<file path="src/rtl/tick_trim_divider.sv">
module tick_trim_divider #(
  parameter int HALF   = 64,
  parameter int TRIM_W = 6
) (
  input  logic              ref_clk,
  input  logic              rst_n,
  input  logic [TRIM_W-1:0] trim_code,
  input  logic              trim_go,
  output logic              reg_clk,
  output logic              busy
);
  localparam int CW = $clog2(2*HALF);

  logic [CW-1:0]        cnt;
  logic                 hi, pend, act;
  logic [TRIM_W-1:0]    code_q;
  logic signed [TRIM_W:0] adj;
  logic [CW-1:0]        low_len;
  logic                 hi_end, lo_end, accept;

  assign adj     = $signed({code_q[TRIM_W-1], code_q}) + $signed((TRIM_W+1)'(1));
  assign low_len = act ? CW'(HALF + int'(adj)) : CW'(HALF);
  assign hi_end  = hi && (cnt == CW'(HALF-1));
  assign lo_end  = !hi && (cnt == low_len - CW'(1));
  assign accept  = trim_go && !pend && !act;
  assign reg_clk = hi;
  assign busy    = pend | act;

  always_ff @(posedge ref_clk or negedge rst_n) begin
    if (!rst_n) begin
      cnt    <= '0;
      hi     <= 1'b0;
      pend   <= 1'b0;
      act    <= 1'b0;
      code_q <= '1;
    end else begin
      if (hi_end || lo_end) begin
        cnt <= '0;
        hi  <= !hi;
      end else begin
        cnt <= cnt + CW'(1);
      end
      if (hi_end) begin
        act  <= pend;
        pend <= 1'b0;
      end
      if (accept) begin
        pend   <= 1'b1;
        code_q <= trim_code;
      end
    end
  end

  AST_HIGH_LEN: assert property (@(posedge ref_clk) disable iff (!rst_n) hi |-> cnt < CW'(HALF));
  AST_LOW_LEN: assert property (@(posedge ref_clk) disable iff (!rst_n) (!hi && !act) |-> cnt < CW'(HALF));
  AST_ONE_SHOT: assert property (@(posedge ref_clk) disable iff (!rst_n) (hi_end && act) |=> !busy);
  AST_IGNORE_BUSY: assert property (@(posedge ref_clk) disable iff (!rst_n) (trim_go && busy) |=> $stable(code_q));
  AST_BUSY_RISE: assert property (@(posedge ref_clk) disable iff (!rst_n) (trim_go && !busy) |=> busy);
  AST_EXCLUSIVE: assert property (@(posedge ref_clk) disable iff (!rst_n) !(pend && act));
endmodule

</file>
<file path="config.mk">
export PLATFORM = sky130hd
export DESIGN_NAME = tick_trim_divider
export DESIGN_NICKNAME = d
export VERILOG_FILES = /design/src/rtl/tick_trim_divider.sv
export SDC_FILE = /design/constraint.sdc
export NUM_CORES = 1
export LEC_CHECK = 0
export BUFFER_PORTS_ARGS = -buffer_cell sky130_fd_sc_hd__buf_2
export CORE_UTILIZATION = 59
export CTS_BUF_LIST = sky130_fd_sc_hd__clkbuf_2
export DETAILED_ROUTE_END_ITERATION = 8
export GPL_TIMING_DRIVEN = 0
export PLACE_DENSITY = 0.84
export SYNTH_ARGS = -nofsm -noshare
export SYNTH_HDL_FRONTEND = slang
export SYNTH_SLANG_ARGS = --single-unit
</file>
<file path="constraint.sdc">
create_clock -name ref_clk -period 7.3 [get_ports ref_clk]
set_input_delay 1.46 -clock ref_clk [delete_from_list [all_inputs] [get_ports ref_clk]]
set_output_delay 1.46 -clock ref_clk [all_outputs]
set_load 0.01 [all_outputs]
</file>
## Word-level counts from Yosys, hierarchy flattened

Index checks and enable logic that the tools add are counted.

- Bits in registers: 16
- Bits of input ports: 9
- Output and inout bits: 2
- Logic and storage cells: 25

- Add/subtract/negate cells: 4
- Eq/ne operators: 2
- Muxes and demuxes: 4
- Bitwise operators: 1
- Reduce and logical (&&, ||, !) cells: 9

Operators with widths:

| kind | number |
|---|---|
| $mux 7 | 2 |
| $add 6x2->7 const B | 1 |
| $add 7x1->7 const B | 1 |
| $add 7x7->7 const A | 1 |
| $eq 7x6->1 const B | 1 |
| $eq 7x7->1 | 1 |
| $sub 7x1->7 const B | 1 |
| $logic_and 1x1->1 | 4 |
| $logic_not 1->1 | 3 |
| $mux 1 | 2 |
| $reduce_bool 2->1 | 1 |
| $logic_or 1x1->1 | 1 |
| $or 1x1->1 | 1 |

## Logic depth before layout (Yosys ltp)

Gate-level depths: netlist of the first run.

- Word-level depth: 8
- Mapped depth: 8
- Depth with buffers taken out: 8

## Least setup slack after synthesis of the first run

Ideal clock, no wire load.

- Path kind: register to register
- Start point: register code_q[0]
- End point: register cnt[0]
- Library setup time: 0.144 ns
- Arrival time: 2.194 ns
- Data required time: 7.156 ns
- Path slack: 4.962 ns
- Stages on the path, launching flop included: 9
- Buffers on the path: 0
- Clock period less this slack: 2.338 ns
- Cells stage by stage: dfstp_2 -> ha_1 -> nand2_1 -> ha_1 -> a21boi_0 -> nand2_1 -> o31a_1 -> a2111oi_4 -> a211oi_1

- Word-level cells in the longest chain between the ends: 8

RTL lines:

| item | line | source |
|---|---|---|
| start: declaration | 16 | `logic [TRIM_W-1:0] code_q;` |
| start signal: assignment | 49 | `code_q <= trim_code;` |
| $add 6x2->7 | 21 | `assign adj = $signed({code_q[TRIM_W-1], code_q}) + $signed((TRIM_W+1)'(1));` |
| $add 7x7->7 | 22 | `assign low_len = act ? CW'(HALF + int'(adj)) : CW'(HALF);` |
| $mux 7 | 22 |  |
| $sub 7x1->7 | 24 | `assign lo_end = !hi && (cnt == low_len - CW'(1));` |
| $eq 7x7->1 | 24 |  |
| $logic_and 1x1->1 | 24 |  |
| $logic_or 1x1->1 | 37 | `if (hi_end \|\| lo_end) begin` |
| $mux 7 | 37 |  |
| end signal: assignment | 41 | `cnt <= cnt + CW'(1);` |
| end: declaration | 14 | `logic [CW-1:0] cnt;` |

Every way passes these cells.
A chain may end at the register's enable or synchronous reset.

## Final worst setup path of the first run

- Start point: register act
- End point: output busy

- Word-level cells in the longest chain between the ends: 1

RTL lines:

| item | line | source |
|---|---|---|
| start: declaration | 15 | `logic hi, pend, act;` |
| start signal: assignment | 44 | `act <= pend;` |
| $or 1x1->1 | 27 | `assign busy = pend \| act;` |
| end: declaration | 10 | `output logic busy` |

Every way passes these cells.

==> results of run 1 <==
[layout make-up]
cell class                 count  area [um2]
fill                         121         450
inverter                       3        11.3
tap                           16        20.0
timing repair buffer          10        50.0
multi-input combinational     81         594
sequential                    16         408
buffer                         1        5.00
clock buffer                   4        20.0
[placed cells by master, fill, tap and decap left out, types with 2 or more instances in the layout]
| master | count |
|---|---|
| mux2i_1 | 2 |
| dfrtp_1 | 10 |
| xnor2_1 | 6 |
| nand2b_1 | 5 |
| dfstp_2 | 6 |
| a21oi_1 | 4 |
| nor2_1 | 3 |
| a21o_1 | 4 |
| inv_1 | 3 |
| ha_1 | 3 |
| buf_2 | 11 |
| nand3_1 | 6 |
| nand2_1 | 14 |
| xor2_1 | 6 |
| clkbuf_2 | 4 |
| a211oi_1 | 4 |
| mux2_2 | 7 |
| nor3_1 | 2 |
[routing by layer]
metal	GRT usage [%]	wire, um	vias up
li1	-	-	389
met4	13.1	42	0
met1	31.4	901	364
met3	3.75	43	5
met5	0	0	-
met2	43.3	1020	9
[cells in the mapped netlist (3+ instances only)]
| library cell | n | area, um2 |
|---|---|---|
| nand2_1 | 14 | 52.6 |
| dfrtp_1 | 10 | 250 |
| mux2_2 | 7 | 78.8 |
| dfstp_2 | 6 | 158 |
| nand3_1 | 6 | 30.0 |
| xnor2_1 | 6 | 52.6 |
| xor2_1 | 6 | 52.6 |
| nand2b_1 | 5 | 31.3 |
| a211oi_1 | 4 | 30.0 |
| a21o_1 | 4 | 30.0 |
| a21oi_1 | 4 | 20.0 |
| ha_1 | 3 | 37.5 |
| inv_1 | 3 | 11.3 |
| nor2_1 | 3 | 11.3 |
[stage by stage]
| step | total power [mW] | util [%] |
|---|---|---|
| after detailed placement | 0.175 | 69.8 |
| after floorplan | 0.158 | - |
| after CTS | 0.217 | 71.1 |
| final | 0.217 | 71.1 |
| after global routing | 0.225 | 71.1 |
| after global placement | 0.169 | 69.8 |
[logic make-up (layout without fill, tap and decap cells)]
logic type      count (synthesis)  count (layout)  share of synthesized area [%]
compound gates                 19              19                           15.0
buf+inv                         4              18                           1.60
mux                             9               9                           9.71
fa+ha+maj                       3               3                           3.69
simple gates                   38              38                           19.7
xor+xnor                       12              12                           10.3
flops                          16              16                           40.0
[power groups by stage]
stage          clock, mW  sequential [mW]  combinational [mW]
4_1_cts           0.0434            0.131              0.0426
2_1_floorplan          0            0.126              0.0321
6_report          0.0439            0.131              0.0422
5_1_grt           0.0457            0.134              0.0456
3_3_place_gp           0            0.130              0.0387
3_5_place_dp           0            0.133              0.0421
[critical path, cell delays in order, from the launching register on]
cell and delay (ns):
dfrtp_1 0.45, buf_2 0.19, or2_2 0.31, buf_2 0.14
[final timing paths]
path | to | slack (ns) | startpoint
max | busy | 4.45 | act
min | cnt[0] | 0.52 | cnt[0]
max reg2reg | cnt[0] | 4.67 | code_q[0]
min reg2reg | cnt[0] | 0.52 | cnt[0]
max in group asynchronous | code_q[0] | 5.95 | rst_n
min in group asynchronous | cnt[0] | 1.02 | rst_n
[state kept, by name (all words and copies together) (netlist names)]
| name | count |
|---|---|
| code_q | 6 |
| pend | 1 |
| reg_clk | 1 |
| cnt | 7 |
| act | 1 |
==> impl_metrics.tcl, run 1 <==
set metrics [dict create \
    ant_nets 0 \
    wl_per_cell_um 15.3 \
    dp.final_hpwl_um 1530 \
    finalHoldViolations 0 \
    drt-initial-drc-count 13 \
    drc_errors 0 \
    synthToLayoutAreaGrowth_pct 8.84 \
    yosys_warnings 0 \
    yosysUniqueCellTypes 32 \
    ys_async_sr_fraction_pct 100 \
    grt_overflow 0 \
    core_area_mm2 0.00156 \
    relSlewSlack_pct 62.0 \
    clk_path_buf_depth 2 \
    cts_tree "yes" \
    power_density_mw_per_mm2 196 \
    clock-root-buffer "clkbuf_2" \
    syn_area_mm2 0.00102 \
    syn_area_per_cell_um2 10.1 \
    power_frac_seq_pct 60.3 \
    htreeDepth 1 \
    min_path_type "reg -> reg" \
    worstSetupStartpointType "flip-flop" \
    worstPathMaxFanout 10 \
    ys_ff_latch 16 \
    rsz0062_at_grt "false" \
    p_sw_share_pct 30.5 \
    clock-sinks 16 \
    setup_ws_ns 4.45 \
    ir_drop_mv 0.188 \
    synth-edff-count 0 \
    drive_above_1_share_pct 29.6 \
    netSwitchingPower_mw 0.0662 \
    grt_usage_pct 25.5 \
    place_worst_setup_slack_ns 4.65 \
    period_needed_ns 2.85 \
    placed_area_mm2 0.00109 \
    grt_max_degree 17 \
    path_class "reg -> out" \
    clkLatencyLatePin_ns 0.31 \
    holdBufCountCts 0 \
    die_w_um 43.5 \
    synth_nets 113 \
    fp.dieH_um 43.5 \
    die-area_mm2 0.00190 \
    post_cts_buffers 0 \
    ys_seq_area_share_pct 40.0 \
    finalMaxSlewViolations 0 \
    nets 128 \
    tightest_slew_ns 0.567 \
    path_clk_slew_ns 0.16 \
    vias 767 \
    vias_per_cell 5.85 \
    antenna_found_initial 0 \
    timing.max_cap.violations 0 \
    critPathCaptureType "output port" \
    reg2regPathDepth 8 \
    cp.required_ns 5.84 \
    arrival_ns 1.39 \
    grt_pass1_wl_um 3470 \
    cts_resized 0 \
    status "completed" \
    fin_tns_setup_ns 0 \
    syn_inst 101 \
    whs_path_depth 1 \
    num_rows 14 \
    fin_cells 131 \
    floorplan.initialDensity_pct 65.3 \
    grt_pass1_vias 805 \
    hold_ws_ns 0.518 \
    firstDrtPassIters 3 \
    io_pins 11 \
    p_int_mw 0.151 \
    finalCritPeriodShare_pct 39.1 \
    place.gp.congestion 0.773 \
    p_leak_nw 0.479 \
    clkPwrFrac_pct 20.3 \
    dp.cells 127 \
    yosys_most_used_dff "dfrtp_1" \
    routed_wl_um 2000 \
    cts_buffers 3 \
    design_area_mm2 0.00111 \
    fin_skew_ns 0.0164 \
    fmax_mhz 350 \
    portBuffers 10 \
    comb_power_share_pct 19.4 \
    setup_viol 0 \
    antenna_cells 0 \
]
(Power assumes the default switching activity.)
==> run 2: changes to the inputs <==
--- a/config.mk
+++ b/config.mk
@@ -6,11 +6,11 @@
 export NUM_CORES = 1
 export LEC_CHECK = 0
 export BUFFER_PORTS_ARGS = -buffer_cell sky130_fd_sc_hd__buf_2
-export CORE_UTILIZATION = 59
+export CORE_UTILIZATION = 54
 export CTS_BUF_LIST = sky130_fd_sc_hd__clkbuf_2
 export DETAILED_ROUTE_END_ITERATION = 8
 export GPL_TIMING_DRIVEN = 0
-export PLACE_DENSITY = 0.84
+export PLACE_DENSITY = 0.81
 export SYNTH_ARGS = -nofsm -noshare
 export SYNTH_HDL_FRONTEND = slang
 export SYNTH_SLANG_ARGS = --single-unit
==> constraint.sdc (replaced) <==
create_clock -name ref_clk -period 2.4 [get_ports ref_clk]
set_input_delay 0.48 -clock ref_clk [delete_from_list [all_inputs] [get_ports ref_clk]]
set_output_delay 0.48 -clock ref_clk [all_outputs]
set_load 0.01 [all_outputs]
==> impl_metrics.tcl, run 2 (synthesized netlist as in run 1, its figures left out) <==
set metrics [dict create \
    max_stage_delay_ns 0.59 \
    finalCritPeriodShare_pct 97.9 \
    place_worst_setup_slack_ns -0.243 \
    grt_pass1_wl_um 3460 \
    status "completed" \
    clk_path_buf_depth 2 \
    setup_viol 0 \
    r2r-end "cnt[6]" \
    vias_per_cell 5.69 \
    drive_above_1_share_pct 42.4 \
    fmax_mhz 426 \
    cp.required_ns 2.57 \
    power_frac_seq_pct 53.4 \
    comb_power_share_pct 30.7 \
    ir_drop_mv 0.589 \
    cts_tree "yes" \
    grt_max_degree 17 \
    io_pins 11 \
    critPathCaptureType "flip-flop" \
    core_area_mm2 0.00175 \
    clkLatencyLatePin_ns 0.29 \
    period_needed_ns 2.35 \
    fin_cells 143 \
    clock-root-buffer "clkbuf_2" \
    clock-sinks 16 \
    die_w_um 45.4 \
    grt_overflow 0 \
    htreeDepth 1 \
    num_rows 15 \
    crit_chain "buf_6 > nand2_4 > or4b_4 > a21o_1 > a21o_1 > a2111oi_4 > buf_6 > a211oi_1" \
    largest_register_ffs 7 \
    fp.dieH_um 45.4 \
    reg_top3 "cnt (7), code_q (6)" \
    synthToLayoutAreaGrowth_pct 23.5 \
    power_mw 0.735 \
    firstDrtPassIters 4 \
    rsz0062_at_grt "true" \
    worstPathMaxFanout 8 \
    wl_per_cell_um 14.2 \
    layout_commonest_cell "nand2_1" \
    final_cell_mix "nand2_1, dfrtp_1, buf_2" \
    fillers 127 \
    crit_path_top_delay_cell "dfstp_2" \
    place.gp.congestion 0.798 \
    netSwitchingPower_mw 0.230 \
    finalMaxSlewViolations 0 \
    drc_errors 0 \
    routed_wl_um 2040 \
    p_leak_nw 0.536 \
    rrSetupSlack_ns 0.05 \
    power_density_mw_per_mm2 584 \
    largest-register "cnt" \
    tightest_slew_ns 0.576 \
    min_path_type "in -> async" \
    path_clk_slew_ns 0.15 \
    clkPwrFrac_pct 16.0 \
    antenna_cells 0 \
    drt-initial-drc-count 20 \
    setup_ws_ns 0.0506 \
    cts_buffers 3 \
    worstReg2RegStart "code_q[0]" \
    fin_skew_ns 0.00970 \
    finalHoldViolations 0 \
    ant_nets 0 \
    floorplan.initialDensity_pct 58.4 \
    p_sw_share_pct 31.3 \
    dp.cells 136 \
    reg2regPathDepth 8 \
    path_class "reg -> reg" \
    critPathBufInv 2 \
    portBuffers 10 \
    antenna_found_initial 0 \
    p_int_mw 0.505 \
    nets 131 \
    grt_pass1_vias 779 \
    arrival_ns 2.52 \
    die-area_mm2 0.00206 \
    cp_top_family "compound AO/OA/AOI/OAI gates" \
    holdBufCountCts 0 \
    vias 814 \
    relSlewSlack_pct 61.5 \
    timing.max_cap.violations 0 \
    grt_usage_pct 23.7 \
    worstSetupStartpointType "flip-flop" \
    dp.final_hpwl_um 1410 \
]
[run 2: changes by cell type in the layout (fill, tap and decap cells not counted), sizes merged]
cell    delta
clkinv     +1
buf        +2
[run 2: what timing repair did]
item                                    CTS  global route
endpoints found under the hold margin     0             0
endpoints found under the setup margin    8             8
pin swaps                                 5             6
buffers inserted                          3             0
gates resized for setup                  12            11
gates cloned                              0             0
[run 2: power groups by stage]
stage | Sequential (mW) | Combinational (mW) | Clock [mW]
after global placement | 0.395 | 0.118 | 0
after detailed placement | 0.398 | 0.126 | 0
after floorplan | 0.384 | 0.0977 | 0
final | 0.392 | 0.225 | 0.117
after global routing | 0.402 | 0.240 | 0.133
after CTS | 0.389 | 0.190 | 0.121
[run 2: through the flow]
stage	hold slack [ns]	setup TNS, ns	utilization (%)	instance area [um2]
2_1_floorplan	0.184	0	-	1020
3_3_place_gp	0.406	-1.20	63.0	1100
3_5_place_dp	0.410	-1.84	63.0	1100
4_1_cts	0.0822	-0.238	69.3	1210
5_1_grt	0.0820	-0.102	72.0	1260
6_report	0.0787	0	72.0	1260
[run 2: worst max path at each step]
stage	start	to	slack, ns	depth (start not counted)
after global routing	code_q[0]	cnt[5]	-0.03	8
after global placement	code_q[0]	cnt[0]	-0.17	8
after floorplan	code_q[0]	cnt[0]	0.06	8
final	code_q[0]	cnt[6]	0.05	8
after detailed placement	code_q[0]	cnt[0]	-0.24	8
after CTS	code_q[0]	cnt[3]	-0.04	9
[run 2: layer usage]
layer / global-route usage, % / up-vias / part of all wire [%]
li1: - / 394 / -
met1: 32.6 / 394 / 45
met2: 39.1 / 22 / 49
met3: 3.57 / 4 / 4.1
met4: 5.45 / 0 / 0.93
met5: 0 / - / 0
[run 2: final cells by class]
class | count | area, um2 | area share, %
Buffer | 1 | 7.51 | 0.597
Clock buffer | 3 | 15.0 | 1.19
Clock inverter | 1 | 3.75 | 0.299
Inverter | 3 | 11.3 | 0.896
Multi-Input combinational cell | 81 | 697 | 55.4
Sequential cell | 16 | 408 | 32.4
Tap cell | 25 | 31.3 | 2.49
Timing Repair Buffer | 13 | 83.8 | 6.67
==> run 3: changes to the inputs <==
--- a/config.mk
+++ b/config.mk
@@ -6,11 +6,11 @@
 export NUM_CORES = 1
 export LEC_CHECK = 0
 export BUFFER_PORTS_ARGS = -buffer_cell sky130_fd_sc_hd__buf_2
-export CORE_UTILIZATION = 54
+export CORE_UTILIZATION = 50
 export CTS_BUF_LIST = sky130_fd_sc_hd__clkbuf_2
 export DETAILED_ROUTE_END_ITERATION = 8
 export GPL_TIMING_DRIVEN = 0
-export PLACE_DENSITY = 0.81
+export PLACE_DENSITY = 0.76
 export SYNTH_ARGS = -nofsm -noshare
 export SYNTH_HDL_FRONTEND = slang
 export SYNTH_SLANG_ARGS = --single-unit
==> impl_metrics.tcl, run 3 (synthesized netlist as in run 1, its figures left out) <==
set metrics [dict create \
    status "complete, but fails checks" \
    violations "setup timing" \
    power_density_mw_per_mm2 595 \
    die_w_um 47.1 \
    power_frac_seq_pct 53.2 \
    clk_path_buf_depth 2 \
    drt-initial-drc-count 13 \
    cp.required_ns 2.58 \
    path_class "reg -> reg" \
    fp.dieH_um 47.1 \
    worstReg2RegStart "code_q[0]" \
    dp.final_hpwl_um 1580 \
    placed_area_mm2 0.00110 \
    worstSetupStartpointType "flip-flop" \
    fmax_mhz 409 \
    rrSetupSlack_ns -0.05 \
    layout_commonest_cell "nand2_1" \
    finalMaxSlewViolations 0 \
    cts_buffers 3 \
    p_sw_share_pct 31.0 \
    clock-root-buffer "clkbuf_2" \
    path_clk_slew_ns 0.16 \
    clkPwrFrac_pct 16.9 \
    grt_pass1_vias 852 \
    dr_wl_met2_um 1140 \
    final_cell_mix "nand2_1, buf_2, dfrtp_1" \
    routed_wl_um 2170 \
    timing.max_cap.violations 0 \
    wl_per_cell_um 15.0 \
    power_mw 0.741 \
    grt_max_degree 17 \
    cp-startpoint "code_q[0]" \
    grt_pass1_wl_um 3700 \
    die-area_mm2 0.00222 \
    grt_usage_pct 24.4 \
    reg_top3 "cnt (7), code_q (6)" \
    setup_viol 8 \
    largest_register_ffs 7 \
    holdBufCountCts 0 \
    wl_met1_um 947 \
    vias_per_cell 5.62 \
    antenna_found_initial 0 \
    antenna_cells 0 \
    fin_skew_ns 0.0165 \
    p_int_mw 0.511 \
    htreeDepth 1 \
    wl_met3_um 41 \
    fin_cells 145 \
    largest-register "cnt" \
    vias 815 \
    critPathCaptureType "flip-flop" \
    synthToLayoutAreaGrowth_pct 22.2 \
    core_area_mm2 0.00182 \
    design_area_mm2 0.00124 \
    finalHoldViolations 0 \
    tightest_slew_ns 0.606 \
    io_pins 11 \
    reg2regPathDepth 8 \
    drc_errors 0 \
    nets 133 \
    num_rows 15 \
    ant_nets 0 \
    arrival_ns 2.63 \
    cts_tree "yes" \
    comb_power_share_pct 29.9 \
    floorplan.initialDensity_pct 55.9 \
    clkLatencyLatePin_ns 0.31 \
    period_needed_ns 2.45 \
    p_leak_nw 0.531 \
    ir_drop_mv 0.727 \
    worstPathMaxFanout 8 \
    portBuffers 10 \
    netSwitchingPower_mw 0.230 \
    drive_above_1_share_pct 40.8 \
    min_path_type "in -> async" \
    firstDrtPassIters 4 \
    r2r-end "cnt[6]" \
    clock-sinks 16 \
    top_layer "met4" \
    dp.cells 136 \
    finalCritPeriodShare_pct 102 \
    setup_ws_ns -0.0452 \
    grt_overflow 0 \
    relSlewSlack_pct 59.5 \
    place.gp.congestion 0.828 \
    rsz0062_at_grt "true" \
    hold_ws_ns 0.0447 \
]
run 3: layout make-up:
| cell class | count | area, um2 |
|---|---|---|
| well taps | 25 | 31.3 |
| inverters | 3 | 11.3 |
| clock inverters | 1 | 3.75 |
| plain buffers | 1 | 5.00 |
| clock buffers | 3 | 15.0 |
| fillers | 152 | 576 |
| repair buffers | 15 | 98.8 |
| flip-flops and latches | 16 | 408 |
| multi-input cells | 81 | 672 |
run 3: stage by stage:
step	util, %	setup slack [ns]	TNS, ns
after floorplan	-	0.0616	0
after global placement	60.4	-0.186	-1.33
after detailed placement	60.4	-0.205	-1.50
after CTS	66.6	-0.0758	-0.550
after global routing	68.4	-0.122	-0.834
final	68.4	-0.0452	-0.288
run 3: timing repair:
item                                    4_1_cts  5_1_grt
pin swaps                                     5        5
buffers inserted                              4        1
endpoints found under the setup margin        8        8
gates resized for setup                      11        6
run 3: worst max-delay path by stage:
stage               endpoint  cells after the start  slack, ns
detailed placement    cnt[0]                      8      -0.20
global route          cnt[5]                      9      -0.12
global placement      cnt[0]                      8      -0.19
finish                cnt[6]                      8      -0.05
CTS                   cnt[5]                      9      -0.08
floorplan             cnt[0]                      8       0.06
run 3: worst max-delay path: stages (launching register included):
cell and delay, ns:
dfstp_2 0.62, ha_4 0.15, xor2_1 0.29, nand2_1 0.13, xnor2_1 0.14, or4_4 0.50
a2111oi_4 0.22, buf_6 0.19, a211oi_1 0.07
run 3: per-layer routing:
metal,track usage [%],vias to the layer above
li1,-,397
met1,29.5,403
met2,43.9,10
met5,0,-
met4,10.9,0
met3,2.31,5
run 3: power groups by stage:
| stage | sequential [mW] | combinational [mW] | clock [mW] |
|---|---|---|---|
| after floorplan | 0.384 | 0.0977 | 0 |
| after global placement | 0.396 | 0.119 | 0 |
| after detailed placement | 0.398 | 0.128 | 0 |
| after CTS | 0.389 | 0.194 | 0.124 |
| after global routing | 0.400 | 0.237 | 0.132 |
| final | 0.395 | 0.222 | 0.125 |
